$ cat src/rtl/irqc_pkg.sv
package irqc_pkg;
  localparam int IDX_W  = 5;
  localparam int ADDR_W = IDX_W + 2;
  localparam int DATA_W = 32;

  localparam logic [1:0] REGION_PRIO  = 2'd0;
  localparam logic [1:0] REGION_EN    = 2'd1;
  localparam logic [1:0] REGION_THR   = 2'd2;
  localparam logic [1:0] REGION_CLAIM = 2'd3;

  typedef enum logic [2:0] {
    RD_NONE, RD_PRIO, RD_EN, RD_THR, RD_CLAIM
  } rdSel_e;

  // strobes from register decode to datapath
  typedef struct packed {
    logic               prioWr;
    logic               enWr;
    logic               thrWr;
    logic               complWr;
    logic               claimRd;
    rdSel_e             rdSel;
    logic [IDX_W-1:0]   idx;
    logic [DATA_W-1:0]  wdata;
  } regStrobe_t;
endpackage

$ cat src/rtl/irqc_gateway.sv
module irqc_gateway #(
  parameter bit IS_EDGE = 1'b0,
  parameter bit QUEUE   = 1'b0,
  parameter int QCNT_W  = 2
) (
  input  logic clk,
  input  logic rst_n,
  input  logic rawIn,
  input  logic claimHit,
  input  logic completeHit,
  output logic pending,
  output logic inService
);
  logic prevIn;
  logic edgeSeen;
  logic trigger;
  logic backlog;

  assign edgeSeen = rawIn & ~prevIn;
  assign trigger  = IS_EDGE ? edgeSeen : rawIn;

  generate
    if (IS_EDGE && QUEUE) begin : g_queue
      logic [QCNT_W-1:0] tally;
      logic incr;
      logic decr;
      assign incr = edgeSeen && (pending || inService) && (tally != '1);
      assign decr = completeHit && inService && (tally != '0);
      always_ff @(posedge clk) begin
        if (!rst_n)             tally <= '0;
        else if (incr && !decr) tally <= tally + 1'b1;
        else if (decr && !incr) tally <= tally - 1'b1;
      end
      assign backlog = (tally != '0);
    end else begin : g_noqueue
      assign backlog = 1'b0;
    end
  endgenerate

  always_ff @(posedge clk) begin
    if (!rst_n) begin
      prevIn    <= 1'b0;
      pending   <= 1'b0;
      inService <= 1'b0;
    end else begin
      prevIn <= rawIn;
      if (claimHit && pending) begin
        pending   <= 1'b0;
        inService <= 1'b1;
      end else if (completeHit && inService) begin
        inService <= 1'b0;
        pending   <= backlog;
      end else if (!pending && !inService && trigger) begin
        pending <= 1'b1;
      end
    end
  end
endmodule

$ cat src/rtl/irqc_arbiter.sv
module irqc_arbiter #(
  parameter int NUM_SRC = 8,
  parameter int PRIO_W  = 3,
  parameter int ID_W    = 4
) (
  input  logic [NUM_SRC:1]             cand,
  input  logic [NUM_SRC:1][PRIO_W-1:0] prio,
  input  logic [PRIO_W-1:0]            threshold,
  output logic [ID_W-1:0]              winId
);
  logic [PRIO_W-1:0] bestP;

  // ascending scan with strict compare: ties keep the lower ID,
  // and the threshold itself is never good enough
  always_comb begin
    bestP = threshold;
    winId = '0;
    for (int i = 1; i <= NUM_SRC; i++) begin
      if (cand[i] && (prio[i] > bestP)) begin
        bestP = prio[i];
        winId = ID_W'(i);
      end
    end
  end
endmodule

$ cat src/rtl/irqc_control.sv
module irqc_control
  import irqc_pkg::*;
#(
  parameter int NUM_SRC = 8,
  parameter int NUM_CTX = 2
) (
  input  logic              regWr,
  input  logic              regRd,
  input  logic [ADDR_W-1:0] regAddr,
  input  logic [DATA_W-1:0] regWdata,
  output regStrobe_t        strobe
);
  logic [1:0]       region;
  logic [IDX_W-1:0] idx;
  logic             srcOk;
  logic             ctxOk;

  assign region = regAddr[ADDR_W-1:IDX_W];
  assign idx    = regAddr[IDX_W-1:0];
  assign srcOk  = (idx != '0) && (int'(idx) <= NUM_SRC);
  assign ctxOk  = (int'(idx) < NUM_CTX);

  always_comb begin
    strobe       = '0;
    strobe.idx   = idx;
    strobe.wdata = regWdata;
    strobe.rdSel = RD_NONE;
    case (region)
      REGION_PRIO: begin
        strobe.prioWr = regWr && srcOk;
        if (srcOk) strobe.rdSel = RD_PRIO;
      end
      REGION_EN: begin
        strobe.enWr = regWr && ctxOk;
        if (ctxOk) strobe.rdSel = RD_EN;
      end
      REGION_THR: begin
        strobe.thrWr = regWr && ctxOk;
        if (ctxOk) strobe.rdSel = RD_THR;
      end
      default: begin
        strobe.complWr = regWr && ctxOk;
        strobe.claimRd = regRd && !regWr && ctxOk;
        if (ctxOk) strobe.rdSel = RD_CLAIM;
      end
    endcase
  end
endmodule

$ cat src/rtl/irqc_datapath.sv
module irqc_datapath
  import irqc_pkg::*;
#(
  parameter int NUM_SRC = 8,
  parameter int NUM_CTX = 2,
  parameter int PRIO_W  = 3,
  parameter int QCNT_W  = 2,
  parameter logic [NUM_SRC-1:0] EDGE_MASK  = '0,
  parameter logic [NUM_SRC-1:0] QUEUE_MASK = '0
) (
  input  logic               clk,
  input  logic               rst_n,
  input  logic [NUM_SRC:1]   irqSrc,
  input  regStrobe_t         strobe,
  output logic [DATA_W-1:0]  regRdata,
  output logic [NUM_CTX-1:0] irqOut,
  output logic [NUM_SRC:1]   pendVec,
  output logic [NUM_SRC:1]   busyVec
);
  localparam int ID_W = $clog2(NUM_SRC + 1);

  logic [NUM_SRC:1][PRIO_W-1:0] prioReg;
  logic [NUM_CTX-1:0][NUM_SRC:1] enReg;
  logic [NUM_CTX-1:0][PRIO_W-1:0] thrReg;
  logic [NUM_CTX-1:0][ID_W-1:0] winId;
  logic [ID_W-1:0] claimId;
  logic [ID_W-1:0] complId;
  logic [NUM_SRC:1] claimHit;
  logic [NUM_SRC:1] completeHit;

  always_ff @(posedge clk) begin
    if (!rst_n) begin
      prioReg <= '0;
      enReg   <= '0;
      thrReg  <= '0;
    end else begin
      for (int i = 1; i <= NUM_SRC; i++)
        if (strobe.prioWr && strobe.idx == IDX_W'(i))
          prioReg[i] <= strobe.wdata[PRIO_W-1:0];
      for (int c = 0; c < NUM_CTX; c++) begin
        if (strobe.enWr && strobe.idx == IDX_W'(c))
          enReg[c] <= strobe.wdata[NUM_SRC:1];
        if (strobe.thrWr && strobe.idx == IDX_W'(c))
          thrReg[c] <= strobe.wdata[PRIO_W-1:0];
      end
    end
  end

  generate
    for (genvar g = 1; g <= NUM_SRC; g++) begin : g_src
      irqc_gateway #(
        .IS_EDGE (EDGE_MASK[g-1]),
        .QUEUE   (QUEUE_MASK[g-1]),
        .QCNT_W  (QCNT_W)
      ) u_gw (
        .clk         (clk),
        .rst_n       (rst_n),
        .rawIn       (irqSrc[g]),
        .claimHit    (claimHit[g]),
        .completeHit (completeHit[g]),
        .pending     (pendVec[g]),
        .inService   (busyVec[g])
      );
    end
    for (genvar c = 0; c < NUM_CTX; c++) begin : g_ctx
      irqc_arbiter #(
        .NUM_SRC (NUM_SRC),
        .PRIO_W  (PRIO_W),
        .ID_W    (ID_W)
      ) u_arb (
        .cand      (pendVec & enReg[c]),
        .prio      (prioReg),
        .threshold (thrReg[c]),
        .winId     (winId[c])
      );
      assign irqOut[c] = (winId[c] != '0);
    end
  endgenerate

  always_comb begin
    claimId = '0;
    for (int c = 0; c < NUM_CTX; c++)
      if (strobe.idx == IDX_W'(c)) claimId = winId[c];
  end

  assign complId = strobe.wdata[ID_W-1:0];

  always_comb begin
    for (int i = 1; i <= NUM_SRC; i++) begin
      claimHit[i]    = strobe.claimRd && (claimId == ID_W'(i));
      completeHit[i] = strobe.complWr && (complId == ID_W'(i))
                       && (strobe.wdata[DATA_W-1:ID_W] == '0);
    end
  end

  always_comb begin
    regRdata = '0;
    case (strobe.rdSel)
      RD_PRIO:
        for (int i = 1; i <= NUM_SRC; i++)
          if (strobe.idx == IDX_W'(i)) regRdata = DATA_W'(prioReg[i]);
      RD_EN:
        for (int c = 0; c < NUM_CTX; c++)
          if (strobe.idx == IDX_W'(c)) regRdata = DATA_W'({enReg[c], 1'b0});
      RD_THR:
        for (int c = 0; c < NUM_CTX; c++)
          if (strobe.idx == IDX_W'(c)) regRdata = DATA_W'(thrReg[c]);
      RD_CLAIM: regRdata = DATA_W'(claimId);
      default:  regRdata = '0;
    endcase
  end
endmodule

$ cat src/rtl/hart_irq_router.sv
// Sources 1..NUM_SRC (at most 31), contexts 0..NUM_CTX-1 (at most 32).
// EDGE_MASK/QUEUE_MASK bit k-1 configures source k; resize them with NUM_SRC.
module hart_irq_router
  import irqc_pkg::*;
#(
  parameter int NUM_SRC = 8,
  parameter int NUM_CTX = 2,
  parameter int PRIO_W  = 3,
  parameter int QCNT_W  = 2,
  parameter logic [NUM_SRC-1:0] EDGE_MASK  = 8'hF0,
  parameter logic [NUM_SRC-1:0] QUEUE_MASK = 8'h30
) (
  input  logic               clk,
  input  logic               rst_n,
  input  logic [NUM_SRC:1]   irqSrc,
  input  logic               regWr,
  input  logic               regRd,
  input  logic [ADDR_W-1:0]  regAddr,
  input  logic [DATA_W-1:0]  regWdata,
  output logic [DATA_W-1:0]  regRdata,
  output logic [NUM_CTX-1:0] irqOut
);
  regStrobe_t       strobe;
  logic [NUM_SRC:1] pendVec;
  logic [NUM_SRC:1] busyVec;

  irqc_control #(
    .NUM_SRC (NUM_SRC),
    .NUM_CTX (NUM_CTX)
  ) u_control (
    .regWr    (regWr),
    .regRd    (regRd),
    .regAddr  (regAddr),
    .regWdata (regWdata),
    .strobe   (strobe)
  );

  irqc_datapath #(
    .NUM_SRC    (NUM_SRC),
    .NUM_CTX    (NUM_CTX),
    .PRIO_W     (PRIO_W),
    .QCNT_W     (QCNT_W),
    .EDGE_MASK  (EDGE_MASK),
    .QUEUE_MASK (QUEUE_MASK)
  ) u_datapath (
    .clk      (clk),
    .rst_n    (rst_n),
    .irqSrc   (irqSrc),
    .strobe   (strobe),
    .regRdata (regRdata),
    .irqOut   (irqOut),
    .pendVec  (pendVec),
    .busyVec  (busyVec)
  );
endmodule

$ cat config.mk
export PLATFORM = sky130hd
export DESIGN_NAME = hart_irq_router
export DESIGN_NICKNAME = d
export VERILOG_FILES = /design/src/rtl/irqc_pkg.sv /design/src/rtl/irqc_gateway.sv /design/src/rtl/irqc_arbiter.sv /design/src/rtl/irqc_control.sv /design/src/rtl/irqc_datapath.sv /design/src/rtl/hart_irq_router.sv
export SDC_FILE = /design/constraint.sdc
export NUM_CORES = 1
export LEC_CHECK = 0
export BUFFER_PORTS_ARGS = -buffer_cell sky130_fd_sc_hd__buf_2
export CAP_MARGIN = 30
export CORE_ASPECT_RATIO = 0.7
export CORE_MARGIN = 8
export CORE_UTILIZATION = 25
export CTS_CLUSTER_DIAMETER = 50
export CTS_CLUSTER_SIZE = 30
export DETAILED_ROUTE_END_ITERATION = 16
export PLACE_DENSITY = 0.5
export SLEW_MARGIN = 20
export SYNTH_ARGS = -nofsm -noshare
export SYNTH_HDL_FRONTEND = slang
export SYNTH_HIERARCHICAL = 1
export SYNTH_SLANG_ARGS = --single-unit
$ cat constraint.sdc
create_clock -name clk -period 12.5 [get_ports clk]
set_input_delay 2.5 -clock clk [delete_from_list [all_inputs] [get_ports clk]]
set_output_delay 2.5 -clock clk [all_outputs]
set_load 0.02 [all_outputs]
==> results of run 1 <==
==> repair_timing <==
item / 4_1_cts / 5_1_grt
setup endpoints to repair: 6 / 6
hold buffers: 0 / 0
gates resized for setup: 75 / 75
pin swaps: 45 / 59
setup buffers: 34 / 5
==> report_power, final <==
| part | switching (mW) | leakage (nW) | internal (mW) |
|---|---|---|---|
| logic | 0.0345 | 2.83 | 0.0201 |
| registers | 0.00510 | 0.570 | 0.227 |
| clock network | 0.105 | 0.146 | 0.154 |
==> worst max path at each step <==
stage             endpoint  slack (ps)  cells past startpoint
6_report       regRdata[0]         -80                     52
5_1_grt        regRdata[0]        -550                     53
4_1_cts        regRdata[2]        -220                     54
2_1_floorplan  regRdata[2]          30                     47
3_3_place_gp   regRdata[2]        -500                     51
3_5_place_dp   regRdata[2]        -510                     51
==> worst max-delay path: cells and delay by family (launching register included) <==
kind | cells | cell delay, ps
AND/OR/NAND/NOR | 16 | 1740
multiplexers | 5 | 1430
adder cells (fa/ha/maj) | 10 | 2730
flip-flops | 1 | 340
buffers and inverters | 3 | 330
AO/OA/AOI/OAI | 18 | 3160
==> final cells by class <==
type / count / area (sq um) / share of cell area
multi-input combinational: 672 / 5469 / 0.6128
timing repair buffer: 165 / 1135 / 0.1272
tap: 364 / 455.4 / 0.05103
sequential: 70 / 1409 / 0.1579
inverter: 44 / 165.2 / 0.01851
clock inverter: 6 / 62.56 / 0.007010
clock buffer: 10 / 229.0 / 0.02566
==> synth_stat cells (16+ instances only) <==
cell type                   n  area share
sky130_fd_sc_hd__mux2i_1   41       0.060
sky130_fd_sc_hd__nand3_1   40       0.029
sky130_fd_sc_hd__nor2_1    36       0.020
sky130_fd_sc_hd__and2_1    31       0.028
sky130_fd_sc_hd__nand2_1   74       0.040
sky130_fd_sc_hd__a21oi_1   34       0.025
sky130_fd_sc_hd__dfxtp_1   70        0.20
sky130_fd_sc_hd__a21boi_0  21       0.023
sky130_fd_sc_hd__nand2b_1  16       0.015
sky130_fd_sc_hd__buf_4     61       0.067
sky130_fd_sc_hd__o21ai_0   19       0.014
sky130_fd_sc_hd__inv_1     42       0.023
sky130_fd_sc_hd__nor2b_1   40       0.036
sky130_fd_sc_hd__ha_1      30       0.055
==> cells by family after synthesis <==
group,Yosys count,synth area share
AO/OA/AOI/OAI,220,0.2461
XOR/XNOR,6,0.007640
adder cells (fa/ha/maj),34,0.06076
buffers and inverters,133,0.1122
flip-flops,70,0.2037
multiplexers,54,0.08532
other,1,0.0005452
AND/OR/NAND/NOR,335,0.2836
==> sequential cells by signal, summed over array words and instances (netlist names) <==
signal / cells
u_datapath/g_src.u_gw/pending: 8
u_datapath/enReg: 16
u_datapath/g_src.u_gw/inService: 8
u_datapath/thrReg: 6
u_datapath/prioReg: 24
u_datapath/g_src.u_gw/g_queue.tally: 4
u_datapath/g_src.u_gw/prevIn: 4
==> through the flow <==
stage	cells	util	instance area, sq um	setup WS, ps
finish	1331	0.3318	8925	-78.81
CTS	1327	0.3176	8544	-220.3
global route	1331	0.3318	8925	-549.9
global placement	1278	0.2837	7631	-503.3
detailed placement	1278	0.2837	7631	-509.1
floorplan	875	-	6968	28.85
==> layer usage <==
| metal | routed length [um] | global-route usage | vias to the layer above |
|---|---|---|---|
| met5 | 0 | 0 | - |
| li1 | - | - | 3290 |
| met2 | 9378 | 0.1833 | 205 |
| met1 | 12420 | 0.2047 | 3140 |
| met3 | 1826 | 0.04384 | 12 |
| met4 | 153 | 0.02019 | 0 |
==> parameters.txt, run 1 <==
Parameter                              Value

Critical path
  Highest cell delay on the worst timing path ... 540 ps
  Arrival @ worst endpoint ... 10080 ps
  Crit-path most repeated cell ... sky130_fd_sc_hd__ha_4
  Beginning of the worst register-to-register path ... u_datapath/thrReg[1]
  Worst reg-to-reg setup slack ... 2060 ps
  Kind of end point of the critical path ... output port
  Worst setup SP type ... flip-flop
  Worst setup path startpoint ... u_datapath/thrReg[1]
  CP Data Required Time ... 10000 ps
  CP max FO ... 4
  Length in cells of the worst reg-to-reg path ... 56
  Reg-to-reg critical path endpoint ... u_datapath/g_src[1].u_gw/pending
  Slowest CP cell ... sky130_fd_sc_hd__or4b_4
  CP Class ... flip-flop to output port

Job
  Max-cap violations ... 0

Timing
  Slew at the pin with the worst max-slew slack ... 903.0 ps
  Shortest clock period the worst path allows after layout ... 12580 ps
  Worst setup margin ... -78.81 ps
  Max-slew headroom at the worst pin ... 0.3930
  Count of final hold-check violations ... 0
  Finish-stage setup viols ... 2
  Setup TNS after final layout ... -112.9 ps
  Worst hold slack across all endpoints ... 443.1 ps
  Period utilisation layout ... 1.006
  Highest clock rate ... 0.07950 GHz
  Worst Skew ... 7.110 ps
  Number of pins exceeding their max-slew limit in the final report ... 0
  Unrepaired setup endpoints after global routing ... true

Layout
  Area delta synth->final ... 29.76%
  Leading cell types in the layout, fill and taps excluded ... sky130_fd_sc_hd__buf_4, sky130_fd_sc_hd__dfxtp_1, sky130_fd_sc_hd__nand2_1
  Number of nets in the layout ... 1043
  Fraction of final layout cells with drive strength greater than 1 ... 0.3599
  Most common library cell in the layout ignoring fill and taps ... sky130_fd_sc_hd__buf_4
  Antenna diode instance count ... 0
  Filler Cell Count ... 2843

Die
  Core Area ... 26900 sq um
  Die width ... 214.2 um
  Die extent in y ... 154.8 um
  Starting Density ... 0.2557
  Cell row count ... 50
  I/O pin total ... 85
  Area enclosed by the die boundary ... 33160 sq um

Run status
  Status ... finished with violations
  Violated checks ... setup timing

Clock tree
  Clock-pin slew on the worst setup and hold paths ... 60 ps
  Number of clock sinks ... 70
  Max clock buf depth ... 2
  Clock tree from TritonCTS ... yes
  Root buffer cell ... sky130_fd_sc_hd__clkbuf_16
  Total clock buffers created by CTS ... 9
  Number of levels in the clock H-tree ... 3
  Insertion delay to the later sink of the worst-skew pair ... 340 ps

Worst hold path
  Worst hold path depth ... 1
  Endpoint with the worst hold slack ... u_datapath/g_src[7].u_gw/pending
  Path class of the lowest-slack min-delay path ... flip-flop to flip-flop
  Launch point of the worst hold path ... u_datapath/g_src[7].u_gw/inService

GRT
  Wire length of the first global-routing pass ... 36090 um
  Total grt overflow ... 0
  Pin count of the biggest net entering global routing ... 75
  Total GRT Usage ... 0.1355
  Via count of the first global-routing pass ... 6180
  Antenna violations before repair ... 0

Placement
  Routability cong. ... 0.8719
  Port Buf Inserts ... 61
  DPL Wire Length ... 17630 um

Power and ir drop
  Pwr Total ... 0.5459 mW
  Power density relative to cell area ... 61.16 nW/um^2
  Static leakage ... 3.543 nW
  Maximum vdd ir drop ... 0.00006785 V

Logic synthesis
  Sequential element share of the synthesized area ... 0.2037
  Synthesized area per cell ... 8.063 sq um
  Number of enable flip-flop cells after synthesis ... 0
  Register bit count reported by yosys ... 70
  Total number of yosys warnings ... 6
  Top_reg_cell synth ... sky130_fd_sc_hd__dfxtp_1
  Synth Cell Area ... 6878 sq um
  Cell count after synthesis ... 853
  Number of distinct library cells after synthesis ... 96
  Async S/R FF share, synth ... 0

Detailed routing
  Antenna viol nets, final ... 0
  Average vias per placed instance ... 4.994
  Detailed router's first-iteration violation count ... 546
  Number of remaining DRC errors ... 0
  Number of vias after detailed routing ... 6647
  Detail-routed net length per standard cell ... 17.87 um
  Total routed wirelength ... 23780 um
  TritonRoute pass-1 iters ... 8
(Power assumes the default switching activity.)
==> inputs of run 2 (changes only) <==
Settings changed: ABC_AREA set to 1, HOLD_SLACK_MARGIN set to 0.08, PLACE_DENSITY 0.5 to 0.51.
==> run 2 against run 1 <==
Compared with the run above:
- the flow now finishes without violations
- worst hold slack better by 15 ps
- global-route usage is 0.80 points lower
- combinational power decreased by 12%
- sequential power about the same
- via count down 6.5%
- highest routed layer unchanged
==> parameters.txt, run 2 <==
Parameter                              Value

Layout
  Register with the most flip-flops ... u_datapath/prioReg
  Antenna diode instance count ... 0 (unchanged)
  Leading cell types in the layout, fill and taps excluded ... sky130_fd_sc_hd__nand2_1, sky130_fd_sc_hd__inv_1, sky130_fd_sc_hd__nor2_1
  Count of placed standard cells in the final layout, fillers left out ... 1375 (+3.3%)
  Most common library cell in the layout ignoring fill and taps ... sky130_fd_sc_hd__nand2_1
  Util after Layout ... 0.2995 (-0.03223)
  Filler Cell Count ... 2774 (-2.4%)
  Design Area, Final ... 7430 sq um (-17%)
  Max reg flops ... 24 (unchanged)
  Fraction of final layout cells with drive strength greater than 1 ... 0.2648 (-0.09511)
  Number of nets in the layout ... 1126 (+8.0%)
  Largest registers ranked by flip-flop count ... u_datapath/prioReg (24), u_datapath/enReg (16)
  Area delta synth->final ... 17.10%

Logic synthesis
  Area contributors post-synth ... sky130_fd_sc_hd__dfxtp_1, sky130_fd_sc_hd__nand2_1, sky130_fd_sc_hd__inv_1
  Synth Cell Area ... 6345 sq um (-7.7%)
  Sequential element share of the synthesized area ... 0.2209 (+0.01712)
  Top_reg_cell synth ... sky130_fd_sc_hd__dfxtp_1
  Synthesized area per cell ... 6.441 sq um (-20%)
  Dominant cell type by area after synthesis ... sky130_fd_sc_hd__dfxtp_1
  Number of enable flip-flop cells after synthesis ... 0 (unchanged)
  Register bit count reported by yosys ... 70 (unchanged)
  Total number of yosys warnings ... 6 (unchanged)
  Most frequent cell after synthesis ... sky130_fd_sc_hd__nand2_1
  Synth cell count leaders ... sky130_fd_sc_hd__nand2_1, sky130_fd_sc_hd__inv_1, sky130_fd_sc_hd__nor2_1
  Async S/R FF share, synth ... 0 (unchanged)
  Synth top area share ... 0.2209 (+0.01712)
  Cell count after synthesis ... 985 (+15%)
  Number of distinct library cells after synthesis ... 42 (-56%)

Clock tree
  Post-CTS Hold Buffers ... 0 (unchanged)
  Insertion delay to the later sink of the worst-skew pair ... 340 ps (about the same)
  Max clock buf depth ... 2 (unchanged)
  Clock-pin slew on the worst setup and hold paths ... 60 ps (about the same)
  Number of clock sinks ... 70 (unchanged)
  Total clock buffers created by CTS ... 9 (unchanged)
  Number of levels in the clock H-tree ... 3 (unchanged)
  Clock tree from TritonCTS ... yes
  Root buffer cell ... sky130_fd_sc_hd__clkbuf_16

Critical path
  Worst reg-to-reg setup slack ... 2730 ps (+670 ps)
  Crit-path most repeated cell ... sky130_fd_sc_hd__nand2_1
  CP max FO ... 6 (+2)
  Length in cells of the worst reg-to-reg path ... 64 (+14%)
  Worst setup SP type ... flip-flop
  Slowest CP cell ... sky130_fd_sc_hd__ha_1
  Kind of end point of the critical path ... output port
  Arrival @ worst endpoint ... 9460 ps (-620 ps)
  Highest cell delay on the worst timing path ... 350 ps (-190 ps)
  CP Data Required Time ... 10000 ps (about the same)
  Beginning of the worst register-to-register path ... u_datapath/prioReg[1]
  CP Class ... flip-flop to output port
  Worst setup path startpoint ... u_datapath/prioReg[1]

GRT
  Pin count of the biggest net entering global routing ... 53 (-29%)
  Antenna violations before repair ... 0 (unchanged)
  Met2 usage in global routing ... 0.1845 (+0.001216)
  Total GRT Usage ... 0.1274 (-0.008039)
  Via count of the first global-routing pass ... 5634 (-8.8%)
  Total grt overflow ... 0 (unchanged)
  Met3 Resource Use GR ... 0.02431 (-0.01954)
  Wire length of the first global-routing pass ... 30730 um (-15%)
  Met1 GRT Util ... 0.1909 (-0.01381)
  Layer with the highest usage ... met1

Detailed routing
  Number of vias after detailed routing ... 6212 (-6.5%)
  Average vias per placed instance ... 4.518 (-9.5%)
  Detail-routed net length per standard cell ... 14.45 um (-19%)
  Total routed wirelength ... 19870 um (-16%)
  Detailed router's first-iteration violation count ... 477 (-13%)
  TritonRoute pass-1 iters ... 5 (-3)
  Number of remaining DRC errors ... 0 (unchanged)
  Antenna viol nets, final ... 0 (unchanged)

Worst hold path
  Worst hold path depth ... 2 (+1)
  Path class of the lowest-slack min-delay path ... flip-flop to flip-flop
  Launch point of the worst hold path ... u_datapath/g_src[7].u_gw/inService

Die
  Cell row count ... 48 (-4.0%)
  Starting Density ... 0.2558 (about the same)
  Core Area ... 24800 sq um (-7.8%)
  Die width ... 206.4 um (-3.7%)
  I/O pin total ... 85 (unchanged)
  Die extent in y ... 149.3 um (-3.5%)
  Area enclosed by the die boundary ... 30810 sq um (-7.1%)

Timing
  Worst hold slack across all endpoints ... 458.2 ps (+15.14 ps)
  Max-slew headroom at the worst pin ... 0.3835 (-0.009510)
  Highest clock rate ... 0.08360 GHz (+5.2%)
  Period utilisation layout ... 0.9569 (-0.04940)
  Worst Skew ... 6.983 ps (-0.1266 ps)
  Worst setup margin ... 538.7 ps (+617.5 ps)
  Finish-stage setup viols ... 0 (-2)
  Slew at the pin with the worst max-slew slack ... 917.2 ps (+14.15 ps)
  Count of final hold-check violations ... 0 (unchanged)
  Number of pins exceeding their max-slew limit in the final report ... 0 (unchanged)
  Shortest clock period the worst path allows after layout ... 11960 ps (-617.5 ps)

Placement
  Placed cell count ... 1329 (+4.0%)
  Routability cong. ... 0.8525 (-2.2%)
  DPL Wire Length ... 15860 um (-10%)
  Placement-stage worst setup slack ... 99.03 ps (+608.1 ps)
  Cell Area, Placed ... 6684 sq um (-12%)
  Port Buf Inserts ... 61 (unchanged)

Power and ir drop
  Static leakage ... 3.302 nW (-6.8%)
  Maximum vdd ir drop ... 0.00006185 V (-8.8%)
  Power density relative to cell area ... 69.89 nW/um^2 (+14%)

Job
  Max-cap violations ... 0 (unchanged)

Run status
  Status ... completed
## run 2: cell count changes in the layout (fill, tap and decap cells not counted), moves of 41 or more
cell,change
sky130_fd_sc_hd__a21oi_1,+52
sky130_fd_sc_hd__nand2_1,+142
sky130_fd_sc_hd__inv_1,+100
sky130_fd_sc_hd__mux2i_1,-41
sky130_fd_sc_hd__nor2_1,+50
sky130_fd_sc_hd__buf_4,-62
## run 2: critical path: cells and delay by family (launching register included)
kind / cells / cell delay [ps]
adders and majority gates: 8 / 2220
and+or+nand+nor: 35 / 4060
AOI/OAI and AO/OA: 13 / 1680
buffers and inverters: 9 / 800
DFF: 1 / 330
## run 2: final timing paths
| path | endpoint |
|---|---|
| setup / recovery | regRdata[0] |
| hold / removal | u_datapath/g_src[7].u_gw/inService |
| setup reg to reg | u_datapath/g_src[8].u_gw/inService |
| hold reg to reg | u_datapath/g_src[7].u_gw/inService |
## run 2: area by class of cell
class | instances | area [sq um] | share of cell area
clock buffers | 10 | 229.0 | 0.03082
clock inverters | 6 | 46.29 | 0.006231
multi-input cells | 703 | 4119 | 0.5544
repair buffers | 100 | 616.8 | 0.08302
well taps | 325 | 406.6 | 0.05473
inverters | 161 | 604.3 | 0.08134
flip-flops and latches | 70 | 1408 | 0.1895
## run 2: kinds of logic after synthesis
logic type / after synthesis / share of synthesized area
fa+ha+maj: 30 / 0.05916
buf+inv: 234 / 0.1777
flops: 70 / 0.2209
compound gates: 161 / 0.1428
other cells: 1 / 0.0005910
simple gates: 489 / 0.3989
## run 2: power by group
group,switching (mW),internal (mW),leakage [nW]
Sequential,0.00394,0.227,0.570
Combinational,0.0337,0.0144,2.60
Clock,0.105,0.136,0.129
Total,0.143,0.377,3.30
## run 2: layer usage
metal / up-vias / wire (um)
met1: 2802 / 10200
li1: 3208 / -
met2: 189 / 8226
met5: - / 0
met3: 13 / 1252
met4: 0 / 187
## run 2: timing repair
action,4_1_cts,5_1_grt
gates resized for setup,5,62
cloned,0,0
setup buffers,0,30
pin swaps,0,36
setup endpoints to repair,4,6
## run 2: per-stage QoR
step | setup TNS, ps | power (mW)
finish | 0 | 0.5193
global route | -193.7 | 0.5414
CTS | 0 | 0.5262
detailed placement | 0 | 0.2832
global placement | 0 | 0.2827
floorplan | 0 | 0.2780
